$ cat config.mk
export PLATFORM = sky130hd
export DESIGN_NAME = pte_refill_walker
export DESIGN_NICKNAME = d
export VERILOG_FILES = /design/src/rtl/ptw_pkg.sv /design/src/rtl/ptw_pte_addr.sv /design/src/rtl/ptw_victim_ctr.sv /design/src/rtl/ptw_entry_fmt.sv /design/src/rtl/pte_refill_walker.sv
export SDC_FILE = /design/constraint.sdc
export NUM_CORES = 1
export LEC_CHECK = 0
export CORE_AREA = 2 2 141 143
export CTS_BUF_LIST = sky130_fd_sc_hd__clkbuf_8
export DETAILED_ROUTE_END_ITERATION = 16
export DIE_AREA = 0 0 143 145
export DONT_BUFFER_PORTS = 1
export SETUP_SLACK_MARGIN = 0.05
export SLEW_MARGIN = 20
export SYNTH_ARGS = -nofsm -noshare
export SYNTH_HDL_FRONTEND = slang
export SYNTH_SLANG_ARGS = --single-unit
export TNS_END_PERCENT = 100
$ cat constraint.sdc
create_clock -name clk -period 4.4 [get_ports clk]
set_clock_uncertainty 0.05 [all_clocks]
set_input_delay 0.66 -clock clk [delete_from_list [all_inputs] [get_ports clk]]
set_output_delay 0.66 -clock clk [all_outputs]
set_load 0.02 [all_outputs]
$ cat src/rtl/ptw_pkg.sv
package ptw_pkg;
  localparam int ADDR_W     = 32;
  localparam int PAGE_SHIFT = 12;
  localparam int PTE_SHIFT  = 10;
  localparam int ASID_W     = 8;
  localparam int ATTR_W     = 4;
  localparam int RING_LSB   = 4;

  typedef enum logic [2:0] {
    PW_IDLE   = 3'd0,
    PW_XLATE  = 3'd1,
    PW_RDREQ  = 3'd2,
    PW_RDWAIT = 3'd3,
    PW_WRITE  = 3'd4,
    PW_DONE   = 3'd5
  } pw_state_t;
endpackage

$ cat src/rtl/ptw_pte_addr.sv
module ptw_pte_addr
  import ptw_pkg::*;
(
  input  logic [ADDR_W-1:0] base,
  input  logic [ADDR_W-1:0] vaddr,
  output logic [ADDR_W-1:0] pte_va
);
  always_comb begin
    pte_va = base | (vaddr >> PTE_SHIFT);
    pte_va[1:0] = 2'b00;
  end
endmodule

$ cat src/rtl/ptw_victim_ctr.sv
module ptw_victim_ctr #(
  parameter int WAY_W = 2
) (
  input  logic             clk,
  input  logic             rst_n,
  input  logic             adv,
  output logic [WAY_W-1:0] way_next
);
  logic [WAY_W-1:0] cnt_q;

  assign way_next = cnt_q + 1'b1;

  always_ff @(posedge clk or negedge rst_n) begin
    if (!rst_n)   cnt_q <= '0;
    else if (adv) cnt_q <= way_next;
  end
endmodule

$ cat src/rtl/ptw_entry_fmt.sv
module ptw_entry_fmt
  import ptw_pkg::*;
(
  input  logic [ADDR_W-1:0] pte,
  input  logic [31:0]       asid_bytes,
  output logic [ADDR_W-1:0] ppn,
  output logic [ATTR_W-1:0] attr,
  output logic [ASID_W-1:0] asid
);
  logic [1:0] ring;

  always_comb begin
    ring = pte[RING_LSB +: 2];
    attr = pte[ATTR_W-1:0];
    ppn  = pte;
    ppn[PAGE_SHIFT-1:0] = '0;
    asid = asid_bytes[ring*ASID_W +: ASID_W];
  end
endmodule

$ cat src/rtl/pte_refill_walker.sv
module pte_refill_walker
  import ptw_pkg::*;
#(
  parameter int IDX_W   = 2,
  parameter int CAUSE_W = 6,
  parameter int WAY_W   = 2
) (
  input  logic               clk,
  input  logic               rst_n,
  input  logic               miss_valid,
  input  logic [31:0]        miss_vaddr,
  input  logic [CAUSE_W-1:0] miss_cause,
  output logic               walk_ready,
  input  logic [31:0]        pt_base,
  input  logic [31:0]        asid_bytes,
  output logic               lk_req,
  output logic [31:0]        lk_vaddr,
  input  logic               lk_hit,
  input  logic               lk_fault,
  input  logic [31:0]        lk_paddr,
  output logic               rd_req_valid,
  input  logic               rd_req_ready,
  output logic [31:0]        rd_req_addr,
  input  logic               rd_rsp_valid,
  input  logic [31:0]        rd_rsp_data,
  input  logic               rd_rsp_err,
  output logic               tlb_we,
  output logic [WAY_W-1:0]   tlb_way,
  output logic [IDX_W-1:0]   tlb_index,
  output logic [31:0]        tlb_vpn,
  output logic [31:0]        tlb_ppn,
  output logic [7:0]         tlb_asid,
  output logic [3:0]         tlb_attr,
  output logic               fault_addr_we,
  output logic [31:0]        fault_addr,
  output logic               done_valid,
  output logic               done_ok,
  output logic [CAUSE_W-1:0] done_cause
);
  // reset: asserted asynchronously, released on a clock edge
  logic [1:0] rst_pipe_q;
  logic       rst_n_i;

  always_ff @(posedge clk or negedge rst_n) begin
    if (!rst_n) rst_pipe_q <= 2'b00;
    else        rst_pipe_q <= {rst_pipe_q[0], 1'b1};
  end
  assign rst_n_i = rst_pipe_q[1];

  pw_state_t          state_q, state_d;
  logic [ADDR_W-1:0]  va_q, ptva_q, rdaddr_q, pte_q;
  logic [CAUSE_W-1:0] cause_q;
  logic               ok_q;
  logic [ADDR_W-1:0]  ptva_d;

  logic en_miss, en_lk, en_pte, en_write;
  logic lk_clean;

  assign lk_clean = lk_hit && !lk_fault;
  assign en_miss  = (state_q == PW_IDLE)   && miss_valid;
  assign en_lk    = (state_q == PW_XLATE)  && lk_clean;
  assign en_pte   = (state_q == PW_RDWAIT) && rd_rsp_valid && !rd_rsp_err;
  assign en_write = (state_q == PW_WRITE);

  ptw_pte_addr u_addr (
    .base   (pt_base),
    .vaddr  (miss_vaddr),
    .pte_va (ptva_d)
  );

  ptw_victim_ctr #(.WAY_W(WAY_W)) u_victim (
    .clk      (clk),
    .rst_n    (rst_n_i),
    .adv      (en_write),
    .way_next (tlb_way)
  );

  ptw_entry_fmt u_fmt (
    .pte        (pte_q),
    .asid_bytes (asid_bytes),
    .ppn        (tlb_ppn),
    .attr       (tlb_attr),
    .asid       (tlb_asid)
  );

  // next state
  always_comb begin
    state_d = state_q;
    unique case (state_q)
      PW_IDLE:   if (miss_valid) state_d = PW_XLATE;
      PW_XLATE:  state_d = lk_clean ? PW_RDREQ : PW_DONE;
      PW_RDREQ:  if (rd_req_ready) state_d = PW_RDWAIT;
      PW_RDWAIT: if (rd_rsp_valid) state_d = rd_rsp_err ? PW_DONE : PW_WRITE;
      PW_WRITE:  state_d = PW_DONE;
      PW_DONE:   state_d = PW_IDLE;
      default:   state_d = PW_IDLE;
    endcase
  end

  always_ff @(posedge clk or negedge rst_n_i) begin
    if (!rst_n_i) state_q <= PW_IDLE;
    else          state_q <= state_d;
  end

  // datapath registers with explicit enables
  always_ff @(posedge clk or negedge rst_n_i) begin
    if (!rst_n_i) begin
      va_q     <= '0;
      ptva_q   <= '0;
      cause_q  <= '0;
      rdaddr_q <= '0;
      pte_q    <= '0;
      ok_q     <= 1'b0;
    end else begin
      if (en_miss) begin
        va_q    <= miss_vaddr;
        ptva_q  <= ptva_d;
        cause_q <= miss_cause;
        ok_q    <= 1'b0;
      end
      if (en_lk)    rdaddr_q <= lk_paddr;
      if (en_pte)   pte_q    <= rd_rsp_data;
      if (en_write) ok_q     <= 1'b1;
    end
  end

  assign walk_ready    = (state_q == PW_IDLE);
  assign lk_req        = (state_q == PW_XLATE);
  assign lk_vaddr      = ptva_q;
  assign rd_req_valid  = (state_q == PW_RDREQ);
  assign rd_req_addr   = rdaddr_q;
  assign tlb_we        = en_write;
  assign tlb_index     = va_q[PAGE_SHIFT +: IDX_W];
  assign tlb_vpn       = {va_q[ADDR_W-1:PAGE_SHIFT], {PAGE_SHIFT{1'b0}}};
  assign fault_addr_we = en_write;
  assign fault_addr    = va_q;
  assign done_valid    = (state_q == PW_DONE);
  assign done_ok       = ok_q;
  assign done_cause    = ok_q ? '0 : cause_q;
endmodule

Word level (Yosys, flattened, before mapping)

Cells that the tools add are included.

Add/subtract/negate cells: 1
Eq/ne operators: 8
Shift operators: 1
Multiplexer cells: 9
Bitwise operators: 1
Reduce and logical (&&, ||, !) cells: 10

Operators by type and width:

| operator            | count |
|---|---|
| $or 32x22->32       | 1 |
| $shiftx 32x6->8     | 1 |
| $pmux 3 s5          | 1 |
| $mux 3              | 4 |
| $eq 3x2->1 const B  | 2 |
| $eq 3x3->1 const B  | 2 |
| $mux 6              | 1 |
| $logic_and 1x1->1   | 5 |
| $ne 2x2->1 const B  | 2 |
| $eq 3x1->1 const B  | 1 |
| $logic_not 3->1     | 1 |
| $mux 1              | 3 |
| $reduce_and 3->1    | 1 |
| $add 2x1->2 const B | 1 |
| $logic_not 1->1     | 2 |
| $ne 2x1->1 const B  | 1 |
| $reduce_bool 2->1   | 1 |

Register bits after elaboration: 140
Input port bits: 174
Output and inout bits: 189
Logic and storage cells: 39

Longest topological paths before layout

Gate-level depths: netlist of run 1.

Depth in word-level cells: 4
Mapped depth: 7
Depth with buffers taken out: 4

Hierarchy

A second synthesis of run 1 with hierarchy kept.

Cell total of the unflattened synthesis: 447
Area total of the unflattened synthesis: 6807.8 um^2

Modules (own cells, without submodules):

| module            | times used | cells an instance | area an instance (um^2) | seq. area each (um^2) |
|---|---|---|---|---|
| pte_refill_walker | 1          | 360               | 6032.0                  | 3503.4 |
| ptw_entry_fmt     | 1          | 47                | 470.5                   | 0.0 |
| ptw_pte_addr      | 1          | 33                | 219.0                   | 0.0 |
| ptw_victim_ctr    | 1          | 7                 | 86.3                    | 50.0 |

Least setup slack after synthesis of run 1

OpenSTA, ideal clock, no wires.

Path kind: reg2out
Start point: register state_q[1]
End point: output port tlb_we
Data arrival time: 1.233 ns
Data required time: 3.690 ns
Slack: 2.457 ns
Cell stages (with the launch flop): 6
Buffers on the path: 2
Cell sequence: dfrtp_1 -> buf_4 -> nor2_1 -> nand2_1 -> inv_1 -> buf_4

Word-level cells in the longest chain between the ends: 1

RTL lines:

| element                | RTL line                 | source |
|---|---|---|
| start, declared        | pte_refill_walker.sv:50  | `pw_state_t state_q, state_d;` |
| start signal, assigned | pte_refill_walker.sv:102 | `else state_q <= state_d;` |
| $eq 3x3->1             | pte_refill_walker.sv:63  | `assign en_write = (state_q == PW_WRITE);` |
| end, declared          | pte_refill_walker.sv:27  | `output logic tlb_we,` |

No other way between the ends.

Final worst setup path of run 1

Start point: register state_q[1]
End point: register va_q[17], in the netlist fault_addr[17]

Word-level cells in the longest chain between the ends: 2

RTL lines:

| element              | RTL line                 | source |
|---|---|---|
| $logic_not 3->1      | n/a                      |  |
| net walk_ready       | pte_refill_walker.sv:13  | `output logic walk_ready,` |
| $logic_and 1x1->1    | pte_refill_walker.sv:60  | `assign en_miss = (state_q == PW_IDLE) && miss_valid;` |
| end signal, assigned | pte_refill_walker.sv:116 | `va_q <= miss_vaddr;` |
| end, declared        | pte_refill_walker.sv:51  | `logic [ADDR_W-1:0] va_q, ptva_q, rdaddr_q, pte_q;` |

The timed path passes the listed nets, and every way through them passes these cells.
A chain may end at the register's enable or synchronous reset.

==> qor.txt, run 1 <==
status = complete, no violations
I/O pins = 363
most frequent cells in the layout = dfrtp_1, mux2_2, nor2_1
register area share after synthesis = 55.9%
layout cells sized above 1 = 35.3%
Post-synth ARST share = 100%
CP startpoint = state_q[1]
width of the die = 143 microns
final instance area = 6120 sq um
Port Buffers = 0
synth top area cells = dfrtp_1, mux2_2, buf_4, mux4_2, nor2_1
top layer in use = met4
Worst Setup EP = fault_addr[17]
RePlAce Congestion = 0.715
P&R area growth vs syn = 2.15%
DRC viols = 0
Die Y = 145 microns
antenna diode instance count = 0
Tmin final = 2.62 ns
VDD IR max = 0.295 mV
Netlist cell types = 29
Routed wire per std cell = 19.2 microns
initial antenna violation count = 2
PD cells = 848 nW/um^2
Final Cycle Share = 59.5%
post-synthesis cell count = 446
Starting Density = 31.2%
Fillers = 1,898
CTS buffer count = 17
Synth Area per Inst = 13.4 sq um
Syn Std Cell Area = 5990 sq um
r2r worst-path depth = 4
CP required = 4.66 ns
CTS tree = done
first-pass GRT wire length = 19,100 microns
DR vias = 3,114
First DRT Iteration DRCs = 123
met3 wire length = 1120 microns
fin. max-slew vios = 0
RSZ-0062 raised after global routing = false
Post-synth EDFFs = 0
worst path arrival time = 2.88 ns
GRT overflow = 0
Slew @ Worst Pin = 0.804 ns
Fmax achieved = 382 MHz
Clock Latency Late Sink = 0.43 ns
Post-synth top flop = dfrtp_1
crit-path max FO = 66
vias in the first global route = 3,539
Core Region = 19,200 sq um
Setup Fix Bufs, Post-CTS = 0
relative slew slack = 46.4%
leakage = 2.60 nW
FP Rows = 51
final count of hold timing violations = 0
Critical Path End Type = flip-flop
#FFs+latches synth = 134
HPWL after detailed placement = 9810 microns
crit path launch type = flip-flop
Min Hold Slack = 0.312 ns
Nets = 577
Total Routing Usage GR = 12.3%
crit path kind = reg2reg
top cell type's share of synthesized area = 55.9%
Vias per Instance = 4.57
Pre-antenna DRT Iters = 4
Post-DP Area = 5730 sq um
FF-to-FF End = fault_addr[17]
Clock transition at path regs = 0.08 ns
dpl ws = 1.75 ns
Yosys Warn Count = 0
final setup TNS = 0 ns
Synth area leader = dfrtp_1
met2 wire length = 7330 microns
Root Driver = clkbuf_8
Setup-failing EPs final = 0
R2R Setup Slk = 1.78 ns
Sink Count = 134
maxcap violations = 0
Metal-1 WL = 4410 microns
Hold Crit Class = in2reg
DRT antenna net count = 0
most common cell after layout, fill and taps aside = dfrtp_1
die area = 20,700 sq um
Critical R2R Launch = state_q[1]
Final WS setup = 1.78 ns
WL final = 13,100 microns
clk buf depth = 2
H-tree depth = 4
pin count of the biggest net entering global routing = 67
## layer usage
| layer | vias up | GRT usage (%) |
|---|---|---|
| li1 | 1320 | - |
| met1 | 1551 | 11.6 |
| met2 | 222 | 23.3 |
| met3 | 21 | 4.59 |
| met4 | 0 | 5.00 |
| met5 | - | 0 |
## registers in the layout (all words and copies together), names as in the netlist, 2 cells and up
signal / flops
pte_q: 26
state_q: 3
rst_pipe_q: 2
rd_req_addr: 32
cause_q: 6
fault_addr: 32
u_victim.cnt_q: 2
lk_vaddr: 30
## cells in the mapped netlist (all sizes together) (3+ instances only)
library cell  count
mux4              8
nand2             3
buf              93
a21oi            24
inv               5
nor2             44
dfrtp           134
mux2            106
nor3              3
nor2b             8
## per-stage QoR
stage,power (mW),utilization [%],instances
floorplan,4.32,-,471
global placement,4.22,29.8,647
detailed placement,4.29,29.8,647
CTS,5.27,31.8,680
global route,5.50,31.9,681
finish,5.19,31.9,681
## critical path, cell delays in order, from the launching register on
cell     delay (ns)
dfrtp_1        0.54
nor3_2         0.47
and2_4         0.71
buf_4          0.33
mux2_2         0.36
## layout make-up
type | instances | area (sq um) | share of cell area [%]
clock inverter | 15 | 131 | 2.15
inverter | 5 | 18.8 | 0.307
tap | 265 | 332 | 5.42
multi-input combinational | 239 | 1990 | 32.6
timing repair buffer | 6 | 55.1 | 0.899
sequential | 134 | 3360 | 54.8
clock buffer | 17 | 234 | 3.82
## worst min-delay path by stage
stage,cells after the start,startpoint,end
2_1_floorplan,0,rst_pipe_q[0],rst_pipe_q[1]
4_1_cts,1,miss_cause[0],cause_q[0]
3_3_place_gp,0,rst_pipe_q[0],rst_pipe_q[1]
6_report,1,miss_cause[2],cause_q[2]
5_1_grt,1,miss_vaddr[31],fault_addr[31]
3_5_place_dp,0,rst_pipe_q[0],rst_pipe_q[1]
## kinds of logic (layout without fill, tap and decap cells)
group,after synthesis,after routing,synth area share [%]
DFF,134,134,55.9
muxes,116,116,23.3
buffers and inverters,98,43,12.4
xor gates and xnor gates,3,3,0.438
other,2,27,0.125
and+or+nand+nor,65,65,5.37
AOI/OAI and AO/OA,28,28,2.44
## power by group
group	leakage, nW	internal, mW	switching, mW
clock	0.180	0.448	0.507
combinational	0.838	0.604	0.523
sequential	1.58	1.80	1.31
total	2.60	2.85	2.34
## what timing repair did
item,in CTS,in global routing
hold buffers,1,0
resized for setup,0,0
endpoints found under the hold margin,2,0
Note: power is estimated with default switching activity, not from simulation.
==> run 2: changes to the inputs <==
Settings changed: ABC_AREA set to 1, CORE_AREA 2 2 141 143 to 2 2 142 144, DIE_AREA 0 0 143 145 to 0 0 144 146.
Clock period 4.4 ns to 2.35 ns, I/O delays scaled along.
==> qor.txt, run 2 <==
status = complete, no violations
clk buf depth = 2 (unchanged)
Synth area leader = dfrtp_1
pin count of the biggest net entering global routing = 133 (+99%)
Port Buffers = 0 (unchanged)
fraction of the mapped netlist area in simple logic gates = 26.6% (+21 points)
Hold Crit Class = in2reg
Multi-input gate area = 2020 sq um (+1.4%)
CP startpoint = state_q[1]
GRT overflow = 0 (unchanged)
worst path arrival time = 1.70 ns (-1.18 ns)
crit-path leading delay family = flip-flops
worst hold endpoint = lk_vaddr[21]
relative slew slack = 44.2% (-2.2 points)
maxcap violations = 0 (unchanged)
first-pass GRT wire length = 25,600 microns (+34%)
Yosys Warn Count = 0 (unchanged)
RePlAce Congestion = 0.741 (+3.7%)
switching pwr = 5.08 mW (+120%)
initial antenna violation count = 0 (-2)
HP Start = miss_vaddr[31]
die area = 21,000 sq um (+1.4%)
GR Layer Usage met3 = 5.82% (+1.2 points)
P&R area growth vs syn = 22.5%
HPWL after detailed placement = 10,900 microns (+11%)
most frequent cells in the layout = nand2_1, dfrtp_1, dlygate4sd3_1
vias in the first global route = 4,941 (+40%)
Routed wire per std cell = 16.0 microns (-17%)
Post-DP Area = 5930 sq um (+3.4%)
largest family of logic cells by synthesized area = simple AND/OR/NAND/NOR gates
Fmax achieved = 476 MHz
Synth Area per Inst = 8.47 sq um (-37%)
CP Buf/Inv Count = 1 (unchanged)
most common cell after layout, fill and taps aside = nand2_1
Starting Density = 31.4% (+0.21 points)
final setup TNS = 0 ns (unchanged)
post-synthesis cell count = 717 (+61%)
leakage = 3.77 nW (+45%)
Slew @ Worst Pin = 0.837 ns (+0.0329 ns)
CTS tree = done
sequential fraction of design power = 54.6% (-5.3 points)
met2 GRT Util = 27.7% (+4.4 points)
Fillers = 1,944 (+2.4%)
multiplexer share of the synthesized area = 0% (-23 points)
Layout Cells excl Fill = 1,061 (+56%)
final instance area = 7440 sq um (+22%)
Post-synth ARST share = 100% (unchanged)
PD cells = 1400 nW/um^2 (+65%)
WHS Path Cells = 2 (+1)
busiest grt layer = met2
Clock transition at path regs = 0.08 ns (about the same)
RSZ-0062 raised after global routing = false
sequential cell area = 3360 sq um (unchanged)
Clk network pwr share = 18.9% (+0.5 points)
most instantiated cells after synthesis = nand2_1, dfrtp_1, buf_4, nand3_1, nor2_1
Final Cycle Share = 89.5%
crit path kind = reg2out
Core Region = 19,300 sq um (+0.66%)
register area share after synthesis = 55.2% (-0.75 points)
final count of hold timing violations = 0 (unchanged)
Nets = 957 (+66%)
fin. max-slew vios = 0 (unchanged)
most common cell in the synthesized netlist = nand2_1
DRT antenna net count = 0 (unchanged)
CP required = 1.95 ns (-2.71 ns)
Clock Latency Late Sink = 0.43 ns (about the same)
Critical R2R Launch = state_q[1]
Setup-failing EPs final = 0 (unchanged)
R2R Setup Slk = 0.46 ns (-1.32 ns)
P_int = 5.32 mW (+86%)
Worst path slowest cell = dfrtp_1
Netlist cell types = 22 (-24%)
Critical Path End Type = output pin
DR vias = 4,839 (+55%)
VDD IR max = 0.559 mV (+89%)
Total Routing Usage GR = 15.8% (+3.5 points)
FF-to-FF End = lk_vaddr[10]
Post-Synth Adder-Cell Area = 0% (unchanged)
Sw Share = 48.8% (+3.8 points)
Critical Path Max Stage Delay = 0.48 ns (-0.23 ns)
#FFs+latches synth = 134 (unchanged)
dpl ws = 0.480 ns (-1.27 ns)
Vias per Instance = 4.56 (-0.26%)
DRC viols = 0 (unchanged)
combinational share of power = 26.5% (+4.8 points)
antenna diode instance count = 0 (unchanged)
met1 Usage GRT = 17.2% (+5.7 points)
crit-path max FO = 6 (-91%)
synth top area cells = dfrtp_1, nand2_1, buf_4, nand3_1, nor2_1
Root Driver = clkbuf_8
First DRT Iteration DRCs = 268 (+120%)
placed insts = 918 (+42%)
Post-synth EDFFs = 0 (unchanged)
r2r worst-path depth = 7 (+3)
FP Rows = 51 (unchanged)
Die Y = 146 microns (+0.69%)
Tmin final = 2.10 ns
crit path cell chain = nor2_2, nand2_1, inv_1
top cell type's share of synthesized area = 55.2% (-0.75 points)
I/O pins = 363 (unchanged)
Pre-antenna DRT Iters = 6 (+2)
Post-synth top flop = dfrtp_1
crit path launch type = flip-flop
Sink Count = 134 (unchanged)
post-synthesis xor/xnor area fraction = 0.288% (-0.15 points)
Setup Fix Bufs, Post-CTS = 0 (unchanged)
width of the die = 144 microns (+0.70%)
layout cells sized above 1 = 7.16% (-28 points)
H-tree depth = 4 (unchanged)
CTS buffer count = 17 (unchanged)
post-synthesis compound-gate area fraction = 4.70% (+2.3 points)
Syn Std Cell Area = 6070 sq um (+1.4%)
Final WS setup = 0.247 ns (-1.53 ns)
WL final = 17,000 microns (+30%)
[run 2: cell types whose count changed after synthesis, moves of 7 or more]
cell	delta
nand2_1	+279
mux2_2	-96
nand3_1	+60
o21ai_0	+27
a21oi_1	-20
o21ai_1	+15
buf_2	+14
inv_1	+14
mux2_1	-10
buf_6	-8
clkbuf_1	+8
mux4_2	-8
nor2b_1	-8
o22ai_1	+7
[run 2: worst max-delay path by stage]
stage | slack [ns] | cells after the start | to
2_1_floorplan | 0.07 | 0 | cause_q[0]
3_3_place_gp | 0.48 | 6 | lk_vaddr[17]
3_5_place_dp | 0.48 | 6 | lk_vaddr[20]
4_1_cts | 0.14 | 3 | tlb_asid[5]
5_1_grt | 0.09 | 3 | tlb_we
6_report | 0.25 | 3 | tlb_we
[run 2: power by group through the flow]
stage	Clock, mW	Combinational (mW)	Sequential (mW)
2_1_floorplan	0	3.04	4.97
3_3_place_gp	0	2.53	5.69
3_5_place_dp	0	2.60	5.69
4_1_cts	2.07	2.75	5.67
5_1_grt	2.15	3.19	5.81
6_report	1.97	2.76	5.67
[run 2: stage by stage]
| stage | util, % | power (mW) | hold WS (ns) |
|---|---|---|---|
| 2_1_floorplan | - | 8.00 | 0.00691 |
| 3_3_place_gp | 30.7 | 8.22 | 0.00698 |
| 3_5_place_dp | 30.7 | 8.29 | 0.00701 |
| 4_1_cts | 38.5 | 10.5 | 0.00275 |
| 5_1_grt | 38.5 | 11.1 | 0.00787 |
| 6_report | 38.5 | 10.4 | 0.0440 |
[run 2: worst register-to-register path: cells and delay by family, from the launching register on]
kind,cells,cell delay [ns]
flops,1,0.51
compound gates,1,0.12
buf+inv,2,0.73
simple gates,4,0.39
[run 2: area by class of cell]
class	instances	area share, %
flip-flops and latches	134	45.1
multi-input cells	483	27.2
repair buffers	126	16.8
well taps	265	4.45
clock buffers	20	3.70
clock inverters	12	1.70
inverters	21	1.11
[run 2: cells by family (layout without fill, tap and decap cells)]
logic type / after synthesis / count (layout)
buffers and inverters: 125 / 179
and+or+nand+nor: 399 / 399
other: 2 / 27
xor gates and xnor gates: 2 / 2
DFF: 134 / 134
AOI/OAI and AO/OA: 55 / 55
[run 2: what timing repair did]
item / 4_1_cts / 5_1_grt
hold buffers: 111 / 0
setup endpoints to repair: 0 / 3
resized for setup: 0 / 1
hold endpoints to repair: 112 / 0
[run 2: layer usage]
layer,share of wire (%),vias up
li1,-,2284
met1,38,2283
met2,51,248
met3,8.5,24
met4,2.0,0
met5,0,-
==> run 3: changes to the inputs <==
Settings changed: MAX_ROUTING_LAYER set to met4.
==> qor.txt, run 3 (synthesis results as in run 2) <==
Vias per Instance = 4.56 (unchanged)
First DRT Iteration DRCs = 234 (-13%)
Setup-failing EPs final = 0 (unchanged)
GR Layer Usage met3 = 4.54% (-1.3 points)
WL final = 16,900 microns (-0.25%)
P&R area growth vs syn = 22.5% (unchanged)
Starting Density = 31.4% (unchanged)
CP required = 1.95 ns (about the same)
Core Region = 19,300 sq um (unchanged)
Pre-antenna DRT Iters = 4 (-2)
H-tree depth = 4 (unchanged)
width of the die = 144 microns (unchanged)
Hold Crit Class = in2reg
GRT overflow = 0 (unchanged)
CTS tree = done
die area = 21,000 sq um (unchanged)
Sink Count = 134 (unchanged)
crit path launch type = flip-flop
final setup TNS = 0 ns (unchanged)
crit path kind = reg2out
r2r worst-path depth = 7 (unchanged)
Fillers = 1,944 (unchanged)
VDD IR max = 0.560 mV (+0.19%)
CTS buffer count = 17 (unchanged)
FP Rows = 51 (unchanged)
pin count of the biggest net entering global routing = 133 (unchanged)
Total Routing Usage GR = 16.2% (+0.45 points)
Nets = 957 (unchanged)
RePlAce Congestion = 0.750 (+1.2%)
Post-Route Utilization = 38.5% (unchanged)
Port Buffers = 0 (unchanged)
layout cells sized above 1 = 7.16% (unchanged)
Min Hold Slack = 0.0447 ns (+0.000614 ns)
Tmin final = 2.11 ns (+0.0114 ns)
vias in the first global route = 4,939 (-0.040%)
DRT antenna net count = 0 (unchanged)
R2R Setup Slk = 0.45 ns (about the same)
crit-path max FO = 17 (+11)
Final Cycle Share = 90.0% (+0.48 points)
maxcap violations = 0 (unchanged)
WHS Path Cells = 2 (unchanged)
final count of hold timing violations = 0 (unchanged)
Post-DP Area = 5930 sq um (unchanged)
FF-to-FF End = fault_addr[14]
DRC viols = 0 (unchanged)
antenna diode instance count = 0 (unchanged)
HP Start = pt_base[14]
met2 GRT Util = 27.7% (unchanged)
Clock Latency Late Sink = 0.43 ns (about the same)
worst hold endpoint = lk_vaddr[14]
most common cell after layout, fill and taps aside = nand2_1
Root Driver = clkbuf_8
Critical R2R Launch = state_q[1]
clk buf depth = 2 (unchanged)
busiest grt layer = met2
I/O pins = 363 (unchanged)
Critical Path End Type = output pin
Die Y = 146 microns (unchanged)
DR vias = 4,839 (unchanged)
first-pass GRT wire length = 25,500 microns (about the same)
fin. max-slew vios = 0 (unchanged)
relative slew slack = 44.0% (-0.21 points)
Routed wire per std cell = 16.0 microns (-0.25%)
PD cells = 1400 nW/um^2 (about the same)
leakage = 3.77 nW (unchanged)
Clock transition at path regs = 0.08 ns (about the same)
Fmax achieved = 473 MHz (-0.54%)
RSZ-0062 raised after global routing = false
HPWL after detailed placement = 10,900 microns (unchanged)
met1 Usage GRT = 17.7% (+0.50 points)
initial antenna violation count = 0 (unchanged)
final instance area = 7440 sq um (unchanged)
status = complete, no violations
worst path arrival time = 1.71 ns (about the same)
most frequent cells in the layout = nand2_1, dfrtp_1, dlygate4sd3_1
Slew @ Worst Pin = 0.840 ns (+0.00316 ns)
run 3: cell counts in the layout (fill, tap and decap cells not counted):
No cell type changed its count.
run 3: worst max-delay path by stage:
stage,start,to,cells past startpoint
3_3_place_gp,state_q[1],lk_vaddr[17],6
4_1_cts,pte_q[4],tlb_asid[5],3
5_1_grt,state_q[1],tlb_we,3
2_1_floorplan,rst_pipe_q[1],cause_q[0],0
6_report,pte_q[4],tlb_asid[1],4
3_5_place_dp,state_q[1],lk_vaddr[20],6
run 3: layout make-up:
type                    instances  area (sq um)  area share (%)
multi-input cells             483          2020            27.2
inverters                      21          82.6            1.11
flip-flops and latches        134          3360            45.1
well taps                     265           332            4.45
repair buffers                126          1250            16.8
clock inverters                12           126            1.70
clock buffers                  20           275            3.70
run 3: repair_timing:
action	4_1_cts	5_1_grt
gates resized for setup	0	1
endpoints found under the hold margin	112	0
setup endpoints to repair	0	3
setup buffers	0	0
hold buffers	111	0
run 3: metrics by stage:
step	setup slack, ns	cells	total power [mW]
global route	0.101	1061	11.1
finish	0.236	1061	10.4
detailed placement	0.480	918	8.29
global placement	0.480	918	8.22
CTS	0.140	1061	10.5
floorplan	0.0713	742	8.00
run 3: where the power goes:
| group | internal (mW) | switching [mW] | total (mW) | leakage, nW |
|---|---|---|---|---|
| clock network | 1.03 | 0.943 | 1.97 | 0.210 |
| logic | 0.945 | 1.81 | 2.76 | 1.90 |
| registers | 3.35 | 2.33 | 5.68 | 1.66 |
run 3: metal layers:
metal	share of wire, %	routed length (microns)
met3	7.8	1330
met1	39	6590
met2	51	8650
met4	2.2	369
met5	0	0
run 3: worst max-delay path, cell delays in order, from the launching register on:
cell	delay [ns]
dfrtp_1	0.39
clkinvlp_4	0.27
o21ai_0	0.32
o22ai_1	0.12
buf_4	0.17
